===== src/rtl/scsi_target_seq.sv =====
module scsi_target_seq #(
  parameter int OFFW   = 16,
  parameter int CMDMAX = 16,
  localparam int CIW   = $clog2(CMDMAX)
) (
  input  logic            clk,
  input  logic            rst,
  input  logic            bsy_i,
  input  logic            sel_i,
  input  logic            atn_i,
  input  logic            ack_i,
  input  logic            drive_i,
  input  logic [7:0]      data_i,
  input  logic [7:0]      dev_present_i,
  input  logic [OFFW-1:0] xfer_len_i,
  input  logic            xfer_write_i,
  input  logic [7:0]      status_i,
  input  logic [7:0]      rd_data_i,
  input  logic [CIW-1:0]  cmd_idx_i,
  output logic [2:0]      phase_o,
  output logic            phase_valid_o,
  output logic            bsy_o,
  output logic            req_o,
  output logic [7:0]      data_o,
  output logic [2:0]      target_id_o,
  output logic [OFFW-1:0] offset_o,
  output logic [7:0]      cmd_byte_o,
  output logic            cmd_done_o,
  output logic            wr_valid_o,
  output logic [7:0]      wr_data_o
);

  typedef enum logic [3:0] {
    S_FREE, S_ARB, S_SEL1, S_SEL2, S_MSGO, S_CMD, S_DOUT, S_DIN, S_STAT, S_MSGI
  } state_t;

  state_t          st, nxt_cmd;
  logic [OFFW-1:0] off, mcnt, xlen;
  logic            bsy_q, ack_q, init_v, atn_l, lun_v;
  logic [2:0]      init_id, tgt, lun, arb_idx, hit_id;
  logic            hit;
  logic [7:0]      msg0, msg1, m0, m1, mlen, c0;
  logic [4:0]      clen;
  logic [7:0]      cmd_q [CMDMAX];
  logic            cmd_done_q, wr_v_q;
  logic [7:0]      wr_d_q;

  wire ack_rise = ack_i & ~ack_q;
  wire wr_ok    = ack_rise & drive_i;

  assign mcnt = off + 1'b1;
  assign m0   = (off == '0) ? data_i : msg0;
  assign m1   = (off == OFFW'(1)) ? data_i : msg1;
  assign c0   = (off == '0) ? data_i : cmd_q[0];

  always_comb begin
    arb_idx = '0;
    for (int i = 0; i < 8; i++)
      if (data_i[i]) arb_idx = 3'(i);
  end

  always_comb begin
    hit = 1'b0;
    hit_id = '0;
    for (int i = 0; i < 8; i++)
      if (data_i[i] && dev_present_i[i] && !(init_v && init_id == 3'(i))) begin
        hit = 1'b1;
        hit_id = 3'(i);
      end
  end

  always_comb begin
    if (m0 == 8'h00 || (m0 >= 8'h02 && m0 <= 8'h1f) || m0 >= 8'h80) mlen = 8'd1;
    else if (m0 >= 8'h20 && m0 <= 8'h2f)                               mlen = 8'd2;
    else if (mcnt < OFFW'(2))                                          mlen = 8'd3;
    else                                                               mlen = m1;
  end

  always_comb begin
    case (c0[7:5])
      3'd0, 3'd7:       clen = 5'd6;
      3'd1, 3'd2, 3'd6: clen = 5'd10;
      3'd3, 3'd5:       clen = 5'd12;
      default:          clen = 5'd16;
    endcase
  end

  always_comb begin
    if (xfer_write_i && xfer_len_i != '0)         nxt_cmd = S_DOUT;
    else if (status_i == 8'h00 && xfer_len_i != '0) nxt_cmd = S_DIN;
    else                                          nxt_cmd = S_STAT;
  end

  always_ff @(posedge clk) begin
    if (rst) begin
      st <= S_FREE;  off <= '0;  xlen <= '0;
      bsy_q <= 1'b0; ack_q <= 1'b0; init_v <= 1'b0; init_id <= '0;
      tgt <= '0;     atn_l <= 1'b0; lun_v <= 1'b0;  lun <= '0;
      msg0 <= '0;    msg1 <= '0;
      cmd_done_q <= 1'b0; wr_v_q <= 1'b0; wr_d_q <= '0;
    end else begin
      ack_q <= ack_i;
      cmd_done_q <= 1'b0;
      wr_v_q <= 1'b0;
      case (st)
        S_FREE: begin
          bsy_q <= 1'b0;
          if (bsy_i && !sel_i && !drive_i) begin
            if ($countones(data_i) == 1) begin
              st <= S_ARB; init_v <= 1'b1; init_id <= arb_idx;
            end
          end else if (!bsy_i && sel_i && data_i != 8'h00 && $countones(data_i) <= 2) begin
            st <= S_SEL1; init_v <= 1'b0;
          end
        end
        S_ARB: if (bsy_i && sel_i) st <= S_SEL1;
        S_SEL1: begin
          atn_l <= atn_i;
          lun_v <= 1'b0;
          if (!bsy_i) begin
            if (hit) begin
              tgt <= hit_id; bsy_q <= 1'b1; st <= S_SEL2;
            end else if (!sel_i) st <= S_FREE;
          end
        end
        S_SEL2: if (!sel_i) begin
          st <= atn_l ? S_MSGO : S_CMD;
          off <= '0;
        end
        S_MSGO: if (wr_ok) begin
          if (off == '0)       msg0 <= data_i;
          if (off == OFFW'(1)) msg1 <= data_i;
          off <= mcnt;
          if (mcnt >= OFFW'(mlen)) begin
            if ((m0 & 8'ha0) == 8'h80) begin
              lun_v <= 1'b1; lun <= m0[2:0];
            end
            st <= S_CMD; off <= '0;
          end
        end
        S_CMD: if (wr_ok) begin
          off <= mcnt;
          if (mcnt >= OFFW'(clen)) begin
            cmd_done_q <= 1'b1; xlen <= xfer_len_i; st <= nxt_cmd; off <= '0;
          end
        end
        S_DOUT: if (wr_ok) begin
          wr_v_q <= 1'b1; wr_d_q <= data_i; off <= mcnt;
          if (mcnt >= xlen) begin st <= S_STAT; off <= '0; end
        end
        S_DIN: if (ack_rise) begin
          off <= mcnt;
          if (mcnt >= xlen) begin st <= S_STAT; off <= '0; end
        end
        S_STAT: if (ack_rise) begin st <= S_MSGI; off <= '0; end
        S_MSGI: if (ack_rise) begin st <= S_FREE; bsy_q <= 1'b0; off <= '0; end
        default: st <= S_FREE;
      endcase
    end
  end

  always_ff @(posedge clk) begin
    if (!rst && st == S_CMD && wr_ok) begin
      if (off < OFFW'(CMDMAX)) cmd_q[off[CIW-1:0]] <= data_i;
      if (mcnt >= OFFW'(clen) && lun_v) cmd_q[1] <= {lun, cmd_q[1][4:0]};
    end
  end

  always_comb begin
    phase_valid_o = 1'b1;
    case (st)
      S_DOUT:  phase_o = 3'd0;
      S_DIN:   phase_o = 3'd1;
      S_CMD:   phase_o = 3'd2;
      S_STAT:  phase_o = 3'd3;
      S_MSGO:  phase_o = 3'd6;
      S_MSGI:  phase_o = 3'd7;
      default: begin phase_o = 3'd0; phase_valid_o = 1'b0; end
    endcase
  end

  always_comb begin
    case (st)
      S_ARB:   data_o = data_i;
      S_DIN:   data_o = rd_data_i;
      S_STAT:  data_o = status_i;
      default: data_o = 8'h00;
    endcase
  end

  assign req_o       = phase_valid_o & ~ack_i;
  assign bsy_o       = bsy_q;
  assign target_id_o = tgt;
  assign offset_o    = off;
  assign cmd_byte_o  = cmd_q[cmd_idx_i];
  assign cmd_done_o  = cmd_done_q;
  assign wr_valid_o  = wr_v_q;
  assign wr_data_o   = wr_d_q;

  assert_bsy_info_R4: assert property (@(posedge clk) disable iff (rst)
    phase_valid_o |-> bsy_o);

  assert_off_clear_R13: assert property (@(posedge clk) disable iff (rst)
    (phase_valid_o && $past(phase_valid_o) && phase_o != $past(phase_o)) |-> offset_o == '0);

  assert_cmd_next_R9: assert property (@(posedge clk) disable iff (rst)
    cmd_done_o |-> (phase_valid_o && (phase_o == 3'd0 || phase_o == 3'd1 || phase_o == 3'd3)));

  assert_msgi_free_R12: assert property (@(posedge clk) disable iff (rst)
    (phase_valid_o && phase_o == 3'd7 && ack_rise) |=> (!bsy_o && !phase_valid_o));

  assert_wr_dout_R11: assert property (@(posedge clk) disable iff (rst)
    !(phase_valid_o && phase_o == 3'd0) |=> !wr_valid_o);

endmodule


===== config.mk =====
export PLATFORM = sky130hd
export DESIGN_NAME = scsi_target_seq
export DESIGN_NICKNAME = d
export VERILOG_FILES = /design/src/rtl/scsi_target_seq.sv
export SDC_FILE = /design/constraint.sdc
export NUM_CORES = 1
export LEC_CHECK = 0
export ABC_AREA = 1
export CAP_MARGIN = 20
export CORE_AREA = 2 2 198 161
export CTS_BUF_LIST = sky130_fd_sc_hd__clkbuf_4 sky130_fd_sc_hd__clkbuf_8
export CTS_CLUSTER_DIAMETER = 60
export DETAILED_ROUTE_END_ITERATION = 10
export DIE_AREA = 0 0 200 163
export DONT_BUFFER_PORTS = 1
export HOLD_SLACK_MARGIN = 0.03
export PLACE_DENSITY = 0.55
export SLEW_MARGIN = 40
export SYNTH_ARGS = -nofsm -noshare
export SYNTH_HDL_FRONTEND = slang
export SYNTH_SLANG_ARGS = --single-unit

===== constraint.sdc =====
create_clock -name clk -period 5.45 [get_ports clk]
set_clock_uncertainty 0.05 [all_clocks]
set_input_delay 1.09 -clock clk [delete_from_list [all_inputs] [get_ports clk]]
set_output_delay 1.09 -clock clk [all_outputs]
set_load 0.005 [all_outputs]

# Word-level counts from Yosys, hierarchy flattened
# Memories as Yosys holds them, arrays and structs flattened.
# Index checks and enable logic that the tools add are counted.
# word_totals
ff_bits	76
latch_bits	0
ram_bits	128
romBits	0
inputBits	60
out_inout_bits	51
elab_cells	253
memories	1
# classes
add_sub_neg	8
multipliers	0
div_mod_pow	0
order_cmp	11
n_eq_ne	44
n_shift	0
n_mux	82
bitwise	9
n_reduce_logical	82
# mem_list
memory	words	word_bits	rd	rd_clocked_by_memory_dff	wr	line_no	source
cmd_q	16	8	2	0	2	44	logic [7:0] cmd_q [CMDMAX];
# ops
operator	count
16-bit two-way mux	9
16-bit one-hot mux with 6 select lines	1
4-bit two-way mux	19
8-bit two-way mux	6
4-bit one-hot mux with 10 select lines	1
1-bit logical AND	37
3-bit two-way mux	11
32-bit by 2-bit equality test with 1-bit output (second input constant)	1
1-bit two-way mux	29
2-bit inequality test (second input constant)	13
8-bit one-hot mux with 3 select lines	1
3-bit equality test (second input constant)	7
16-bit by 1-bit adder with 16-bit output (second input constant)	1
16-bit by 1-bit equality test with 1-bit output (second input constant)	1
4-bit by 3-bit equality test with 1-bit output (second input constant)	4
16-bit greater-or-equal comparator	1
16-bit by 5-bit greater-or-equal comparator with 1-bit output	1
16-bit by 8-bit greater-or-equal comparator with 1-bit output	1
16-bit logical NOT	1
8-bit logical NOT	2
16-bit by 2-bit less-than comparator with 1-bit output (second input constant)	1
16-bit by 5-bit less-than comparator with 1-bit output (second input constant)	1
16-bit nonzero test	1
3-bit one-hot mux with 5 select lines	1
40 further kinds	85

# Longest topological paths before layout
# Gate-level depths: netlist of run 1.
# depth
depth_word	15
depth_mapped	28
depth_no_buf	28

# Worst setup path before layout of run 1
# No wires, ideal clock.
# synth_path
path_type	input to register
from	input data_i[0]
to	register st[1]
setup_time_ns	0.113
t_arrival_ns	4.211
required_time_ns	5.287
path_slack_ns	1.076
stages	19
n_path_buf	0
path_cell_list	fa_1 inv_1 fa_1 fa_1 inv_1 ha_1 inv_1 fa_1 inv_1 a211oi_1 nand3_1 nand3_1 nand2_1 nor2_1 nand2_1 nor2_2 nand2_1 nand2_1 nor2_1
# synth_via
elab_chain_cells	13
# synth_rtl
element	line_no	source
from (decl)	13	input logic [7:0] data_i,
branches (longest 13 deep; another with 16-bit by 8-bit greater-or-equal comparator with 1-bit output)	-	
to (signal assigned)	127	st <= atn_l ? S_MSGO : S_CMD;
to (decl)	37	state_t st, nxt_cmd;
# Parallel ways; which one is timed is not known. The select of a mux whose other input is x is not followed.
# A chain may end at the register's enable or synchronous reset.

# Worst setup path in the final report of run 1
# layout_path
from	input data_i[0]
to	register st[3]
# Same word-level chain as after synthesis.

==> flow_summary.rst, run 1 <==
.. list-table::
   :header-rows: 1

   * - Metric
     - Value
   * - Status
     - completed
   * - Fraction of synthesized cell area taken by the top area cell type
     - 36.5%
   * - Post-CTS sizing
     - 0
   * - Total congestion overflow after global routing
     - 0
   * - Power share of the sequential group
     - 46.2%
   * - Proportion of power drawn by combinational gates
     - 12.6%
   * - Total met3 wirelength after detailed routing
     - 2240 um
   * - Setup TNS
     - 0 ns
   * - Number of hold violations in the final report
     - 0
   * - Area grow syn2layout
     - 11.0%
   * - Critical-path cell with the highest stage delay
     - sky130_fd_sc_hd__fa_1
   * - Die span in y
     - 163 um
   * - Cell types with the largest area share after synthesis
     - sky130_fd_sc_hd__edfxtp_1, sky130_fd_sc_hd__dfxtp_1, sky130_fd_sc_hd__nand2_1, sky130_fd_sc_hd__o21ai_0, sky130_fd_sc_hd__nor2_1
   * - Detail Placement HPWL
     - 19700 um
   * - Standby leakage power
     - 4.54 nW
   * - Wire length reported by the detailed router
     - 28900 um
   * - Placed Area
     - 10900 um2
   * - Count of cell types in the netlist
     - 45
   * - Portion of the clock cycle consumed by the worst path in the final layout
     - 75.7%
   * - Number of buffers and inverters on the critical path
     - 3
   * - Post-detailed-route wirelength per cell
     - 17.2 um
   * - Top cell types by occurrence after synthesis
     - sky130_fd_sc_hd__nand2_1, sky130_fd_sc_hd__nor2_1, sky130_fd_sc_hd__inv_1, sky130_fd_sc_hd__o21ai_0, sky130_fd_sc_hd__edfxtp_1
   * - Slew @ Worst Pin
     - 0.832 ns
   * - Starting Density
     - 34.2%
   * - Quantity of hold-fixing buffers added after cts
     - 0
   * - Final worst hold slack
     - 0.418 ns
   * - Dominant delay contributor by cell family on the critical path
     - adder cells
   * - Cells after synthesis
     - 1232
   * - Top Metal Used
     - met4
   * - Max-cap violations
     - 0
   * - Met2 wire length
     - 12500 um
   * - RSZ-0062 raised after global routing
     - no
   * - Layout cells sized above 1
     - 9.86%
   * - Die width
     - 200 um
   * - Reported net switching power
     - 1.02 mW
   * - Clock Sink Count
     - 204
   * - Initial detailed-routing violation count
     - 619
   * - Clk buf depth
     - 3
   * - Worst min path class
     - flip-flop to flip-flop
   * - Placer congestion estimate
     - 0.875
   * - Total of fill cells in the finished design
     - 3113
   * - Row cnt
     - 58
   * - Buffers inserted during post-CTS setup optimization
     - 0
   * - Wire length of the first global-routing pass
     - 45200 um
   * - Post-synth EDFFs
     - 128
   * - Largest net degree at the start of global routing
     - 66
   * - Clock transition at the registers of the reported paths
     - 0.06 ns
   * - Delay contributed by the slowest stage of the critical path
     - 0.53 ns
   * - Clock tree from TritonCTS
     - yes
   * - Total power density per cell area
     - 314 nW/um2
   * - Mean Syn Cell Area
     - 8.56 um2
   * - Most common flop cell mapped by yosys
     - sky130_fd_sc_hd__edfxtp_1
   * - Wire length on met1
     - 13600 um
   * - Antenna cells
     - 0
   * - Slack of the worst reg-to-reg path
     - 1.35 ns
   * - Flops & latches, synth
     - 204
   * - Relative slew slack
     - 44.3%
   * - Via count of the first global-routing pass
     - 7938
   * - Maximum ir drop on the vdd rail
     - 135 uV
   * - Count of endpoints failing setup in the final report
     - 0
   * - Sw Share
     - 27.9%
   * - Cell-by-cell listing of the critical path
     - fa_1 > inv_1 > fa_1 > fa_1 > inv_1 > ha_1 > inv_1 > fa_1 > nor2_1 > nand3_1 > o21ai_0 > nand4_1 > nand3_1 > nand2_1 > nor2_1 > nand2_1 > nor2_2 > nand2_1 > nand2_1 > nor2_1
   * - Worst Path Required
     - 5.83 ns
   * - Ratio of routed vias to standard cells
     - 5.08
   * - Dpl ws
     - 0.779 ns
   * - CTS Buf Count
     - 37
   * - Antenna violations before repair
     - 0
   * - Total chip power
     - 3.67 mW
   * - H-tree levels
     - 2
   * - Number of top-level pins
     - 111
   * - Synth Cell Area
     - 10500 um2
   * - Minimum clock period after layout
     - 4.12 ns
   * - Most numerous cell in the Yosys netlist
     - sky130_fd_sc_hd__nand2_1
   * - Placed insts
     - 1613
   * - CP Data Arrival Time
     - 4.50 ns
   * - Synthesized net count
     - 1332
   * - Total non-filler cell area in the finished layout
     - 11700 um2
   * - Final Max Tran Viols
     - 0
   * - DR vias
     - 8529
   * - Final #Nets
     - 1332
   * - Port Buffers
     - 0
   * - Clock root buffer
     - sky130_fd_sc_hd__clkbuf_8
   * - Proportion of register bits with asynchronous set or reset after synthesis
     - 0%
   * - Final cell utilization of the core
     - 37.9%
   * - Number of standard cells in the layout, taps in and fillers out
     - 1678
   * - Sequential-to-total area share from yosys stat
     - 50.9%
   * - Post-detailed-route DRC marker count
     - 0
   * - Total iterations of the first detailed-routing run
     - 5
   * - Clk network pwr share
     - 41.2%
   * - Setup slack after layout
     - 1.33 ns
   * - Worst Setup Start Kind
     - input port
   * - Clock insertion delay at the later pin of the skew report
     - 0.57 ns
   * - Floorplan die area
     - 32600 um2
   * - Detail Route Antenna Nets
     - 0
   * - Cell internal power dissipation
     - 2.65 mW
   * - Number of warnings printed during yosys synthesis
     - 0
   * - CP max FO
     - 20
   * - Maximum frequency from static timing analysis
     - 243 MHz
   * - Std-Cell Core Area
     - 30800 um2
   * - Critical path endpoint category
     - flip-flop
   * - Post-synthesis cell type with the largest combined area
     - sky130_fd_sc_hd__edfxtp_1
   * - Crit path kind
     - input port to flip-flop
   * - Overall routing resource usage
     - 18.1%
[cell usage in the layout (no fill, tap or decap), types with 7 or more instances in the layout]
cell type / netlist / final
sky130_fd_sc_hd__o21ai_0: 137 / 137
sky130_fd_sc_hd__clkbuf_8: 0 / 38
sky130_fd_sc_hd__o22ai_1: 9 / 9
sky130_fd_sc_hd__inv_1: 149 / 148
sky130_fd_sc_hd__nor2_2: 5 / 16
sky130_fd_sc_hd__o221ai_1: 29 / 29
sky130_fd_sc_hd__clkbuf_4: 0 / 13
sky130_fd_sc_hd__edfxtp_1: 128 / 128
sky130_fd_sc_hd__a21oi_2: 13 / 13
sky130_fd_sc_hd__ha_1: 36 / 36
sky130_fd_sc_hd__nor2_1: 157 / 146
sky130_fd_sc_hd__clkinv_1: 5 / 10
sky130_fd_sc_hd__nand2_2: 7 / 8
sky130_fd_sc_hd__dfxtp_1: 76 / 76
sky130_fd_sc_hd__nand3_1: 54 / 54
sky130_fd_sc_hd__nand4_1: 25 / 25
sky130_fd_sc_hd__nand2_1: 212 / 211
sky130_fd_sc_hd__o21ai_1: 16 / 16
sky130_fd_sc_hd__o211ai_1: 12 / 12
sky130_fd_sc_hd__nand3_2: 7 / 7
sky130_fd_sc_hd__a21oi_1: 70 / 70
[routing by layer]
layer | vias to the layer above | global-route usage [%]
met1 | 3998 | 25.9
met4 | 0 | 4.58
met2 | 261 | 27.4
met3 | 38 | 4.37
met5 | - | 0
li1 | 4232 | -
[registers in the layout, summed over array words and instances, names as in the netlist, 3 cells and up]
signal,count
xlen,16
init_id,3
target_id_o,3
cmd_q,128
st,4
wr_data_o,8
lun,3
offset_o,16
msg1,8
msg0,8
[power by group through the flow]
stage               logic [mW]  clock network, mW  registers, mW
floorplan                0.371                  0           1.71
global placement         0.452                  0           1.73
detailed placement       0.458                  0           1.73
CTS                      0.459               1.55           1.70
global route             0.530               1.62           1.70
finish                   0.462               1.51           1.70
[final timing paths]
kind	startpoint	to	depth (start not counted)
worst min register to register	lun[1]	lun[1]	2
worst min-delay path	lun[1]	lun[1]	2
worst max register to register	offset_o[0]	st[3]	24
worst max-delay path	data_i[0]	st[3]	20
[worst reg2reg max path, delay by kind of cell (launching register included)]
family / cells / cell delay [ns]
compound gates: 5 / 0.92
flops: 1 / 0.61
fa+ha+maj: 2 / 0.54
buf+inv: 3 / 0.36
simple gates: 14 / 1.48
[cell families after synthesis]
logic type | count (synthesis) | synth area share (%)
AO/OA/AOI/OAI | 298 | 16.4
flip-flops | 204 | 50.9
buffers and inverters | 202 | 7.44
XOR/XNOR | 2 | 0.166
adder cells (fa/ha/maj) | 40 | 5.03
AND/OR/NAND/NOR | 486 | 20.1
[area by class of cell]
type                    count  area (um2)  share of cell area [%]
multi-input cells         826        4420                    37.8
clock inverters            14         138                    1.18
inverters                 159         599                    5.12
clock buffers              51         621                    5.30
well taps                 420         526                    4.49
repair buffers              4        30.0                   0.257
flip-flops and latches    204        5370                    45.8
(Power assumes the default switching activity.)
==> run 2: changes to the inputs <==
==> constraint.sdc (replaced) <==
create_clock -name clk -period 4.02 [get_ports clk]
set_clock_uncertainty 0.05 [all_clocks]
set_input_delay 0.804 -clock clk [delete_from_list [all_inputs] [get_ports clk]]
set_output_delay 0.804 -clock clk [all_outputs]
set_load 0.005 [all_outputs]
==> flow_summary.rst, run 2 (synthesis gave the netlist of run 1 again) <==
.. list-table::
   :header-rows: 1

   * - Metric
     - Value
   * - Row cnt
     - 58
   * - Max-cap violations
     - 0
   * - Total of fill cells in the finished design
     - 3093
   * - Std-Cell Core Area
     - 30800 um2
   * - Area grow syn2layout
     - 13.7%
   * - Final Max Tran Viols
     - 0
   * - Detail Placement HPWL
     - 20000 um
   * - Clock Sink Count
     - 204
   * - Placer congestion estimate
     - 0.872
   * - Largest net degree at the start of global routing
     - 66
   * - Wire length of the first global-routing pass
     - 46100 um
   * - CP max FO
     - 20
   * - Clk buf depth
     - 3
   * - Hold Path Cell Cnt
     - 1
   * - Die width
     - 200 um
   * - Starting Density
     - 34.2%
   * - Post-detailed-route DRC marker count
     - 0
   * - Clock tree from TritonCTS
     - yes
   * - Count of endpoints failing setup in the final report
     - 0
   * - Overall routing resource usage
     - 18.3%
   * - Commonest non-fill, non-tap cell in the layout
     - sky130_fd_sc_hd__nand2_1
   * - Total iterations of the first detailed-routing run
     - 5
   * - Layout cells sized above 1
     - 11.7%
   * - Via count of the first global-routing pass
     - 8221
   * - Status
     - completed
   * - Antenna cells
     - 0
   * - Number of flip-flops under the largest register name
     - 128
   * - Placed Area
     - 11200 um2
   * - Reg-to-reg endpoint
     - cmd_q[1][7]
   * - Port Buffers
     - 0
   * - Maximum ir drop on the vdd rail
     - 184 uV
   * - Total power density per cell area
     - 416 nW/um2
   * - Worst min path class
     - input port to flip-flop
   * - Initial detailed-routing violation count
     - 684
   * - Floorplan die area
     - 32600 um2
   * - Number of top-level pins
     - 111
   * - H-tree levels
     - 2
   * - Total non-filler cell area in the finished layout
     - 12000 um2
   * - CTS Buf Count
     - 37
   * - Slack of the worst reg-to-reg path
     - 0.33 ns
   * - RSZ-0062 raised after global routing
     - no
   * - Worst Hold Endpoint
     - offset_o[11]
   * - Portion of the clock cycle consumed by the worst path in the final layout
     - 93.8%
   * - Total chip power
     - 4.98 mW
   * - Clock root buffer
     - sky130_fd_sc_hd__clkbuf_8
   * - Number of standard cells in the layout, taps in and fillers out
     - 1713
   * - Maximum frequency from static timing analysis
     - 265 MHz
   * - CP Data Arrival Time
     - 4.14 ns
   * - Detail Route Antenna Nets
     - 0
   * - Final cell utilization of the core
     - 38.9%
   * - Number of hold violations in the final report
     - 0
   * - Placed insts
     - 1644
   * - DR vias
     - 8702
   * - Slew @ Worst Pin
     - 0.768 ns
   * - Crit path kind
     - input port to flip-flop
   * - Total congestion overflow after global routing
     - 0
   * - Worst Path Required
     - 4.39 ns
   * - Post-detailed-route wirelength per cell
     - 17.3 um
   * - Antenna violations before repair
     - 0
   * - Wire length reported by the detailed router
     - 29700 um
   * - Hold path startpoint
     - rst
   * - Critical path endpoint category
     - flip-flop
   * - Clock insertion delay at the later pin of the skew report
     - 0.55 ns
   * - Worst R2R Start
     - offset_o[4]
   * - Minimum clock period after layout
     - 3.77 ns
   * - Die span in y
     - 163 um
   * - Final #Nets
     - 1368
   * - Quantity of hold-fixing buffers added after cts
     - 0
   * - Worst Setup Start Kind
     - input port
   * - Cell count of the worst reg-to-reg path
     - 23
   * - Clock transition at the registers of the reported paths
     - 0.06 ns
   * - Commonest cells after routing, fill and taps aside
     - sky130_fd_sc_hd__nand2_1, sky130_fd_sc_hd__nor2_1, sky130_fd_sc_hd__inv_1, sky130_fd_sc_hd__o21ai_0, sky130_fd_sc_hd__edfxtp_1
   * - Relative slew slack
     - 48.6%
   * - Standby leakage power
     - 4.75 nW
   * - Final worst hold slack
     - 0.265 ns
   * - Register ranked first by flip-flop count
     - cmd_q
   * - Ratio of routed vias to standard cells
     - 5.08
## run 2: changes by cell type in the layout (fill, tap and decap cells not counted), moves of 2 or more
| cell | change |
|---|---|
| sky130_fd_sc_hd__clkinv_1 | +2 |
| sky130_fd_sc_hd__clkbuf_4 | -2 |
| sky130_fd_sc_hd__buf_4 | +34 |
| sky130_fd_sc_hd__nor2_2 | -11 |
| sky130_fd_sc_hd__nor2_1 | +10 |
## run 2: report_power, final
group | leakage (nW) | internal [mW] | switching (mW)
Clock | 0.396 | 1.14 | 0.901
Sequential | 1.76 | 2.26 | 0.0381
Combinational | 2.59 | 0.200 | 0.445
## run 2: cell type report
type | count | area, um2 | area share (%)
Inverter | 159 | 597 | 4.98
Clock buffer | 50 | 619 | 5.16
Tap cell | 420 | 526 | 4.38
Clock inverter | 14 | 133 | 1.11
Multi-Input combinational cell | 827 | 4450 | 37.1
Sequential cell | 204 | 5370 | 44.7
Timing Repair Buffer | 39 | 305 | 2.55
## run 2: through the flow
| step | TNS [ns] | setup slack (ns) |
|---|---|---|
| 6_report | 0 | 0.250 |
| 5_1_grt | 0 | 0.00103 |
| 4_1_cts | 0 | 0.145 |
| 3_5_place_dp | -1.49 | -0.285 |
| 3_3_place_gp | -0.923 | -0.178 |
| 2_1_floorplan | -0.0778 | -0.0195 |
## run 2: worst max-delay path by stage
stage / from / end / slack (ns) / cells past startpoint
finish: data_i[0] / st[3] / 0.25 / 20
global placement: data_i[0] / st[0] / -0.18 / 19
floorplan: data_i[0] / st[1] / -0.02 / 19
CTS: offset_o[0] / st[0] / 0.15 / 24
global route: offset_o[0] / st[1] / 0.001 / 27
detailed placement: data_i[0] / st[0] / -0.28 / 20
## run 2: metal layers
layer / routed length (um) / track usage (%)
met1: 14500 / 26.2
met2: 12700 / 27.7
met3: 1960 / 4.20
met4: 559 / 4.65
met5: 0 / 0
## run 2: critical path: stages
cell	delay (ns)
sky130_fd_sc_hd__fa_1	0.52
sky130_fd_sc_hd__inv_1	0.05
sky130_fd_sc_hd__fa_1	0.50
sky130_fd_sc_hd__fa_1	0.41
sky130_fd_sc_hd__inv_1	0.07
sky130_fd_sc_hd__ha_1	0.16
sky130_fd_sc_hd__inv_1	0.05
sky130_fd_sc_hd__fa_1	0.38
sky130_fd_sc_hd__nor2_1	0.11
sky130_fd_sc_hd__nand3_1	0.07
sky130_fd_sc_hd__o21ai_0	0.12
sky130_fd_sc_hd__nand4_1	0.16
sky130_fd_sc_hd__nand3_1	0.13
sky130_fd_sc_hd__nand2_1	0.05
sky130_fd_sc_hd__nor2_1	0.10
sky130_fd_sc_hd__nand2_1	0.10
sky130_fd_sc_hd__nor2_4	0.20
sky130_fd_sc_hd__nand2_1	0.07
sky130_fd_sc_hd__nand2_1	0.06
sky130_fd_sc_hd__nor2_1	0.04
## run 2: what timing repair did
action | CTS | global route
buffers inserted | 0 | 4
gates resized for setup | 0 | 8
setup endpoints to repair | 0 | 38
==> run 3: changes to the inputs <==
--- a/config.mk
+++ b/config.mk
@@ -15,6 +15,7 @@
 export DONT_BUFFER_PORTS = 1
 export HOLD_SLACK_MARGIN = 0.03
 export PLACE_DENSITY = 0.55
+export REMOVE_ABC_BUFFERS = 1
 export SLEW_MARGIN = 40
 export SYNTH_ARGS = -nofsm -noshare
 export SYNTH_HDL_FRONTEND = slang
==> flow_summary.rst, run 3 (synthesis gave the netlist of run 1 again) <==
.. list-table::
   :header-rows: 1

   * - Metric
     - Value
   * - Status
     - completed
   * - Commonest non-fill, non-tap cell in the layout
     - sky130_fd_sc_hd__nand2_1
   * - Total non-filler cell area in the finished layout
     - 12000 um2
   * - Initial detailed-routing violation count
     - 528
   * - Maximum ir drop on the vdd rail
     - 262 uV
   * - Number of top-level pins
     - 111
   * - Hold path startpoint
     - rst
   * - Number of hold violations in the final report
     - 0
   * - Count of endpoints failing setup in the final report
     - 0
   * - Via count of the first global-routing pass
     - 8235
   * - Sequential cell area in the final layout
     - 5370 um2
   * - Critical path endpoint category
     - flip-flop
   * - Row cnt
     - 58
   * - Ratio of routed vias to standard cells
     - 5.05
   * - Total of fill cells in the finished design
     - 3154
   * - Overall routing resource usage
     - 17.9%
   * - Antenna cells
     - 0
   * - Number of flip-flops under the largest register name
     - 128
   * - Total congestion overflow after global routing
     - 0
   * - Setup TNS
     - 0 ns
   * - Max-cap violations
     - 0
   * - Worst Setup Start Kind
     - input port
   * - Minimum clock period after layout
     - 3.75 ns
   * - Final Max Tran Viols
     - 0
   * - Crit path kind
     - input port to flip-flop
   * - Maximum frequency from static timing analysis
     - 266 MHz
   * - CP max FO
     - 20
   * - Number of standard cells in the layout, taps in and fillers out
     - 1710
   * - Total chip power
     - 4.95 mW
   * - Final #Nets
     - 1369
   * - Placer congestion estimate
     - 0.858
   * - Clock transition at the registers of the reported paths
     - 0.06 ns
   * - Placed insts
     - 1647
   * - CP Data Arrival Time
     - 4.13 ns
   * - Port Buffers
     - 0
   * - Die span in y
     - 163 um
   * - Clock insertion delay at the later pin of the skew report
     - 0.55 ns
   * - DR vias
     - 8631
   * - Portion of the clock cycle consumed by the worst path in the final layout
     - 93.4%
   * - Critical path launch point
     - data_i[0]
   * - Post-detailed-route DRC marker count
     - 0
   * - Total iterations of the first detailed-routing run
     - 5
   * - Layout cells sized above 1
     - 12.1%
   * - Wire length reported by the detailed router
     - 28600 um
   * - Clk buf depth
     - 3
   * - H-tree levels
     - 2
   * - Standby leakage power
     - 4.73 nW
   * - Die width
     - 200 um
   * - Commonest cells after routing, fill and taps aside
     - sky130_fd_sc_hd__nand2_1, sky130_fd_sc_hd__nor2_1, sky130_fd_sc_hd__inv_1, sky130_fd_sc_hd__o21ai_0, sky130_fd_sc_hd__edfxtp_1
   * - Largest net degree at the start of global routing
     - 66
   * - Worst Path Required
     - 4.39 ns
   * - Area grow syn2layout
     - 13.7%
   * - Wire length of the first global-routing pass
     - 45100 um
   * - Relative slew slack
     - 60.0%
   * - Worst R2R Start
     - offset_o[5]
   * - Slack of the worst reg-to-reg path
     - 0.43 ns
   * - Multi-input combinational cell area
     - 4430 um2
   * - Register ranked first by flip-flop count
     - cmd_q
   * - Floorplan die area
     - 32600 um2
   * - Std-Cell Core Area
     - 30800 um2
   * - Clock tree from TritonCTS
     - yes
   * - Starting Density
     - 34.2%
   * - Clock Sink Count
     - 204
   * - CTS Buf Count
     - 37
   * - Detail Route Antenna Nets
     - 0
   * - Detail Placement HPWL
     - 20000 um
   * - Post-detailed-route wirelength per cell
     - 16.7 um
   * - Slew @ Worst Pin
     - 0.594 ns
   * - Clock root buffer
     - sky130_fd_sc_hd__clkbuf_8
   * - Worst min path class
     - input port to flip-flop
   * - Antenna violations before repair
     - 0
   * - Placed Area
     - 11200 um2
   * - Total power density per cell area
     - 413 nW/um2
run 3: changes by cell type in the layout (fill, tap and decap cells not counted), moves of 2 or more:
| cell | change |
|---|---|
| sky130_fd_sc_hd__clkinv_1 | -6 |
| sky130_fd_sc_hd__dfxtp_1 | -3 |
| sky130_fd_sc_hd__dfxtp_2 | +3 |
| sky130_fd_sc_hd__buf_4 | +2 |
run 3: report_power, final:
part / internal (mW) / switching [mW] / leakage, nW
sequential: 2.26 / 0.0373 / 1.76
combinational: 0.204 / 0.442 / 2.58
clock: 1.14 / 0.867 / 0.391
total: 3.61 / 1.35 / 4.73
run 3: stage by stage:
stage          worst slack [ns]  hold slack [ns]  utilization (%)
6_report                  0.266            0.300             38.9
3_5_place_dp             -0.317            0.403             36.3
3_3_place_gp             -0.272            0.402             36.3
4_1_cts                   0.228            0.253             38.7
5_1_grt                -0.00217            0.264             38.9
2_1_floorplan           -0.0771            0.386                -
run 3: repair_timing:
action                     4_1_cts  5_1_grt
buffers inserted                 0        3
hold buffers                     0        0
resized for setup                0        9
setup endpoints to repair        0       15
run 3: area by class of cell:
class / instances / area share (%)
timing repair buffer: 41 / 2.67
clock buffer: 51 / 5.23
tap: 420 / 4.38
multi-input combinational: 826 / 37.0
inverter: 159 / 4.98
sequential: 204 / 44.8
clock inverter: 9 / 0.981
run 3: per-layer routing:
| metal | GRT usage (%) | vias to the layer above | share of wire, % |
|---|---|---|---|
| li1 | - | 4304 | - |
| met1 | 25.5 | 4011 | 47 |
| met2 | 27.2 | 272 | 43 |
| met3 | 4.41 | 44 | 7.9 |
| met4 | 4.41 | 0 | 1.8 |
| met5 | 0 | - | 0 |
run 3: path summary, 6_finish.rpt:
check | end | cells after the start
worst min-delay path | offset_o[7] | 1
worst max register to register | st[0] | 26
worst min register to register | lun[2] | 2
worst max-delay path | st[0] | 19
run 3: critical path, cell delays in order:
cell and delay (ns):
sky130_fd_sc_hd__fa_1 0.52, sky130_fd_sc_hd__inv_1 0.05, sky130_fd_sc_hd__fa_1 0.49, sky130_fd_sc_hd__fa_1 0.42, sky130_fd_sc_hd__inv_1 0.07, sky130_fd_sc_hd__ha_1 0.15
sky130_fd_sc_hd__inv_1 0.05, sky130_fd_sc_hd__fa_1 0.52, sky130_fd_sc_hd__inv_1 0.06, sky130_fd_sc_hd__a211oi_2 0.17, sky130_fd_sc_hd__nand3_1 0.12, sky130_fd_sc_hd__nand3_1 0.09
sky130_fd_sc_hd__nand2_1 0.05, sky130_fd_sc_hd__nor2_1 0.10, sky130_fd_sc_hd__nand2_1 0.10, sky130_fd_sc_hd__nor2_4 0.19, sky130_fd_sc_hd__nand2_1 0.08, sky130_fd_sc_hd__nand2_1 0.07
sky130_fd_sc_hd__nor2_1 0.04
